File: src/rtl/vec_intc.sv
`timescale 1ns/1ps
module vec_intc #(
  parameter int AW = 7
) (
  input  logic          clk,
  input  logic          rst,
  input  logic [AW-1:0] bus_addr,
  input  logic          bus_we,
  input  logic [31:0]   bus_wdata,
  output logic [31:0]   bus_rdata,
  input  logic [63:0]   irq_src,
  output logic          nirq_o,
  output logic          firq_o
);
  localparam int NSRC = 64;
  localparam int HALF = NSRC / 2;
  localparam int PW   = 4;
  localparam int PPW  = 32 / PW;
  localparam int IW   = $clog2(NSRC);
  localparam logic [4:0] NO_THR = 5'h1F;

  logic [31:0]     ctrl_q;
  logic [4:0]      thr_q;
  logic [NSRC-1:0] en_q, typ_q, frc_q;
  logic [PW-1:0]   prio_q [NSRC];

  wire [4:0] wa     = bus_addr[AW-1:2];
  wire [2:0] pw_idx = ~wa[2:0];
  wire       is_pri = (wa[4:3] == 2'b01);

  wire [NSRC-1:0] act   = (irq_src | frc_q) & en_q;
  wire [NSRC-1:0] npend = act & ~typ_q;
  wire [NSRC-1:0] fpend = act & typ_q;

  logic [NSRC-1:0] elig;
  for (genvar g = 0; g < NSRC; g++) begin : g_elig
    assign elig[g] = npend[g] && (thr_q == NO_THR || {1'b0, prio_q[g]} > thr_q);
  end

  logic          nv;
  logic [IW-1:0] nwin;
  logic [PW-1:0] npr;
  always_comb begin
    nv   = 1'b0;
    nwin = '0;
    npr  = '0;
    for (int i = 0; i < NSRC; i++) begin
      if (elig[i] && (!nv || prio_q[i] >= npr)) begin
        nv   = 1'b1;
        nwin = IW'(i);
        npr  = prio_q[i];
      end
    end
  end

  logic          fv;
  logic [IW-1:0] fwin;
  always_comb begin
    fv   = 1'b0;
    fwin = '0;
    for (int i = 0; i < NSRC; i++) begin
      if (fpend[i]) begin
        fv   = 1'b1;
        fwin = IW'(i);
      end
    end
  end

  wire [31:0] nvec = nv ? {{(16-IW){1'b0}}, nwin, {(16-PW){1'b0}}, npr} : 32'hFFFF_0000;
  wire [31:0] fvec = fv ? {{(16-IW){1'b0}}, fwin, 16'h0000} : 32'hFFFF_0000;

  assign nirq_o = |elig;
  assign firq_o = |fpend;

  always_ff @(posedge clk) begin
    if (rst) begin
      ctrl_q <= '0;
      thr_q  <= NO_THR;
      en_q   <= '0;
      typ_q  <= '0;
      frc_q  <= '0;
      for (int i = 0; i < NSRC; i++) prio_q[i] <= '0;
    end else if (bus_we) begin
      if (is_pri) begin
        for (int k = 0; k < PPW; k++) prio_q[{pw_idx, 3'(k)}] <= bus_wdata[PW*k +: PW];
      end else begin
        case (wa)
          5'h00: ctrl_q <= bus_wdata;
          5'h01: thr_q  <= bus_wdata[4:0];
          5'h02: en_q[bus_wdata[IW-1:0]] <= 1'b1;
          5'h03: en_q[bus_wdata[IW-1:0]] <= 1'b0;
          5'h04: en_q[NSRC-1:HALF]  <= bus_wdata;
          5'h05: en_q[HALF-1:0]     <= bus_wdata;
          5'h06: typ_q[NSRC-1:HALF] <= bus_wdata;
          5'h07: typ_q[HALF-1:0]    <= bus_wdata;
          5'h14: frc_q[NSRC-1:HALF] <= bus_wdata;
          5'h15: frc_q[HALF-1:0]    <= bus_wdata;
          default: ;
        endcase
      end
    end
  end

  always_comb begin
    bus_rdata = '0;
    if (is_pri) begin
      for (int k = 0; k < PPW; k++) bus_rdata[PW*k +: PW] = prio_q[{pw_idx, 3'(k)}];
    end else begin
      case (wa)
        5'h00: bus_rdata = ctrl_q;
        5'h01: bus_rdata = {27'd0, thr_q};
        5'h04: bus_rdata = en_q[NSRC-1:HALF];
        5'h05: bus_rdata = en_q[HALF-1:0];
        5'h06: bus_rdata = typ_q[NSRC-1:HALF];
        5'h07: bus_rdata = typ_q[HALF-1:0];
        5'h10: bus_rdata = nvec;
        5'h11: bus_rdata = fvec;
        5'h12: bus_rdata = irq_src[NSRC-1:HALF];
        5'h13: bus_rdata = irq_src[HALF-1:0];
        5'h14: bus_rdata = frc_q[NSRC-1:HALF];
        5'h15: bus_rdata = frc_q[HALF-1:0];
        5'h16: bus_rdata = npend[NSRC-1:HALF];
        5'h17: bus_rdata = npend[HALF-1:0];
        5'h18: bus_rdata = fpend[NSRC-1:HALF];
        5'h19: bus_rdata = fpend[HALF-1:0];
        default: bus_rdata = '0;
      endcase
    end
  end

  a_r1_reset_state: assert property (@(posedge clk) disable iff (rst)
    $past(rst) |-> (thr_q == NO_THR && en_q == '0 && !nirq_o && !firq_o));

  a_r3_set_by_num: assert property (@(posedge clk) disable iff (rst)
    (bus_we && wa == 5'h02) |=> en_q[$past(bus_wdata[IW-1:0])]);

  a_r3_clr_by_num: assert property (@(posedge clk) disable iff (rst)
    (bus_we && wa == 5'h03) |=> !en_q[$past(bus_wdata[IW-1:0])]);

  a_r7_win_is_normal: assert property (@(posedge clk) disable iff (rst)
    nirq_o |-> (en_q[nwin] && !typ_q[nwin]));

  a_r7_idle_vector: assert property (@(posedge clk) disable iff (rst)
    !nirq_o |-> (nvec[31:16] == 16'hFFFF));

  a_r8_threshold: assert property (@(posedge clk) disable iff (rst)
    (nirq_o && thr_q != NO_THR) |-> ({1'b0, prio_q[nwin]} > thr_q));

  a_r9_fast_win: assert property (@(posedge clk) disable iff (rst)
    firq_o |-> (typ_q[fwin] && en_q[fwin] && fvec[31:16] != 16'hFFFF));
endmodule

File: config.mk
export PLATFORM = sky130hd
export DESIGN_NAME = vec_intc
export DESIGN_NICKNAME = d
export VERILOG_FILES = /design/src/rtl/vec_intc.sv
export SDC_FILE = /design/constraint.sdc
export NUM_CORES = 2
export LEC_CHECK = 0
export ABC_AREA = 1
export BUFFER_PORTS_ARGS = -buffer_cell sky130_fd_sc_hd__buf_2
export CORE_UTILIZATION = 50
export CTS_CLUSTER_DIAMETER = 60
export CTS_CLUSTER_SIZE = 16
export DETAILED_ROUTE_END_ITERATION = 7
export HOLD_SLACK_MARGIN = 0.08
export PLACE_DENSITY_LB_ADDON = 0.2
export SLEW_MARGIN = 0
export SYNTH_ARGS = -nofsm -noshare
export SYNTH_HDL_FRONTEND = slang
export SYNTH_SLANG_ARGS = --single-unit
File: constraint.sdc
create_clock -name clk -period 149.6 [get_ports clk]
set_input_delay 29.92 -clock clk [delete_from_list [all_inputs] [get_ports clk]]
set_output_delay 29.92 -clock clk [all_outputs]
set_load 0.01 [all_outputs]
==> run metrics <==
status=finished with violations; failing checks=DRC, capacitance limit, slew limit; Slew HR=-0.0253; routed via count=43274; fillers=just under 8000; CP max FO=11; hold crit path type=reg -> reg; FF-to-FF setup slack=between 100 and 150 ns; initial core utilization=0.504; Post-Synth Simple-Gate Area=0.236; dpl cells=approximately 6700; CTS clk-pin slew, worst paths=approximately 0.06 ns; Yosys warning count=0; Max stage delay on crit path=between 0.5 and 0.6 ns; Synth Flop Type=edfxtp_1; WL per Instance=approximately 27 um; Hold Crit Depth=2; fin nets=6240; IO Port Bufs=around 140; TritonCTS buffer count=50; CP Launch Type=primary input; syn avg cell area=7.18 um^2; Max clock buf depth=3; Tcrit/Tclk final=0.932; sequential area share after synthesis=0.303; share of layout cells above drive strength 1=0.115; setup TNS=0 ns; Async SR Flop Fraction=0; Final Cell Area=approximately 44000 um^2; Post-Synth XOR/XNOR Area=0; mux cell area share after synthesis=0; grt ovf=0; crit end category=output port; die area=a little over 80000 um^2; final setup violation count=0; core area=around 80000 um^2; global placement routability congestion=1.02; DRT Pass-1 Iters=8; Hold Vio Cnt, Final=0; number of global-route vias before repair=around 40000; worst endpoint data arrival time=about 110 ns; max-slew violation count=1; fraction of the mapped netlist area in adder cells=0.140; Via-to-Cell Ratio=approximately 6.4; worst hold margin=0.465 ns; drt total wl=184 mm; largest net degree at the start of global routing=slightly below 90; clock root buffer=clkbuf_16; # DRC=2; I/O pins=140; PwrDens=around 10 nW/um^2; hold_sp=frc_q[50]; Area growth syn-to-layout=8.68%; syn_nets=around 6200; first-pass GRT wire length=261 mm; maximum VDD drop=around 0.0093 mV; hold buffers post-CTS=0; Slowest-stage cell, CP=o21ai_0; worst slew pin tran=approximately 1.5 ns; largest family of logic cells by synthesized area=simple AND/OR/NAND/NOR gates; CTS tree=yes; post-synth cell types=57; r2r startpoint=thr_q[4]; required time of the critical path=approximately 120 ns; P_leak=between 0.02 and 0.025 uW; Tot GR Track Use=0.436; commonest non-fill, non-tap cell in the layout=nand2_1; final setup margin=between 10 and 15 ns; flops & latches, synth=485; f_max=between 7 and 8 MHz; Critical Path Start=irq_src[0]; CP dominant cell by count=o21ai_0; placed cell area=42200 um^2; Post-synth EDFFs=~260; clk sinks=a little under 500; WHS Endpoint=frc_q[50]; capturing point of the worst reg2reg path=thr_q[4]; Rows=104; Die Ht=287 um; HPWL reported at the end of detailed placement=approximately 130 mm; CTS H-Tree Depth=2; R2R depth=3; cell area after synthesis=between 40000 and 50000 um^2; kind of critical path=in -> out; Mapped Cells=5651; clk_skew=0 ns; chip width=between 200 and 300 um; initial antenna violation count=18; Place WS=8.87 ns; Tmin final=roughly 140 ns; Synth Area in Compound Gates=0.230; final cell count without fillers=6785; post-route ant nets=0; Clk Latency, worst-skew pair=0.64 ns; # Max-Cap Violations=1; DR iter-0 viols=about 5700; most frequent cells in the layout=nand2_1, inv_1, o21ai_0
==> metal layers <==
metal / GRT usage / vias to the layer above / wire [um]
met2: 0.642 / 2900 / 75200
met4: 0.325 / 22 / 16500
met3: 0.118 / 719 / 24300
met1: 0.544 / 20010 / 68400
met5: 0 / - / 140
li1: - / 19623 / -
==> per-stage QoR <==
step	power [uW]	util
6_report	445	0.548
2_1_floorplan	260	-
5_1_grt	467	0.548
3_5_place_dp	305	0.525
4_1_cts	439	0.546
3_3_place_gp	302	0.525
==> worst max-delay path: cells and delay by family <==
family                   cells  cell delay (ns)
AO/OA/AOI/OAI              196            29.20
adder cells (fa/ha/maj)     63            18.21
buffers and inverters       63             4.23
AND/OR/NAND/NOR            310            27.78
==> power breakdown <==
part           switching [uW]  internal (uW)
Clock                    64.4           73.1
Sequential               6.15            145
Combinational             104           52.7
==> cell families (layout without fill, tap and decap cells) <==
family / after synthesis / in the layout
buffers and inverters: 953 / 1022
flip-flops: 485 / 485
AO/OA/AOI/OAI: 1677 / 1677
adder cells (fa/ha/maj): 454 / 454
other: 0 / 5
AND/OR/NAND/NOR: 2082 / 2082
==> registers in the layout, summed over array words and instances (netlist names) <==
signal / count
typ_q: 64
prio_q: 256
en_q: 64
thr_q: 5
ctrl_q: 32
frc_q: 64
==> timing repair <==
| action | in CTS | in global routing |
|---|---|---|
| hold endpoints to repair | 0 | 0 |
| resized for setup | 0 | 38 |
| setup endpoints to repair | 0 | 10 |
| buffers inserted | 0 | 2 |
==> cell usage after synthesis, types with 15 or more instances <==
cell	n	share of area
a21boi_0	19	0.0035
a21oi_1	570	0.070
a221oi_1	47	0.010
a22oi_1	59	0.011
a31oi_1	15	0.0023
clkbuf_1	213	0.020
dfxtp_1	229	0.11
edfxtp_1	256	0.19
ha_1	454	0.14
inv_1	704	0.065
nand2_1	900	0.083
nand2_2	207	0.032
nand3_1	197	0.024
nand3_2	62	0.015
nand3b_1	28	0.0052
nand4_1	83	0.013
nor2_1	495	0.046
nor3_1	28	0.0035
nor4_1	17	0.0026
o2111ai_1	16	0.0035
o211ai_1	20	0.0037
o21ai_0	688	0.085
o21bai_1	18	0.0033
o22ai_1	154	0.024
or2_2	37	0.0057
==> area by class of cell <==
class	instances	area, um^2	share of cell area
well taps	1060	1330	0.0301
clock buffers	57	1340	0.0304
flip-flops and latches	485	12300	0.278
inverters	718	2700	0.0613
multi-input cells	4213	24800	0.562
diodes	5	12.5	0.000284
clock inverters	35	383	0.00869
repair buffers	212	1270	0.0289
==> how the worst max path moves through the flow <==
stage               endpoint  slack [ns]  cells after the start
3_5_place_dp   bus_rdata[20]        8.87                    630
5_1_grt        bus_rdata[20]       -0.11                    638
3_3_place_gp   bus_rdata[20]        9.52                    630
2_1_floorplan  bus_rdata[20]       22.32                    635
4_1_cts        bus_rdata[20]        8.50                    630
6_report       bus_rdata[20]       10.12                    632
No activity file was read; power rests on OpenSTA's default activity.
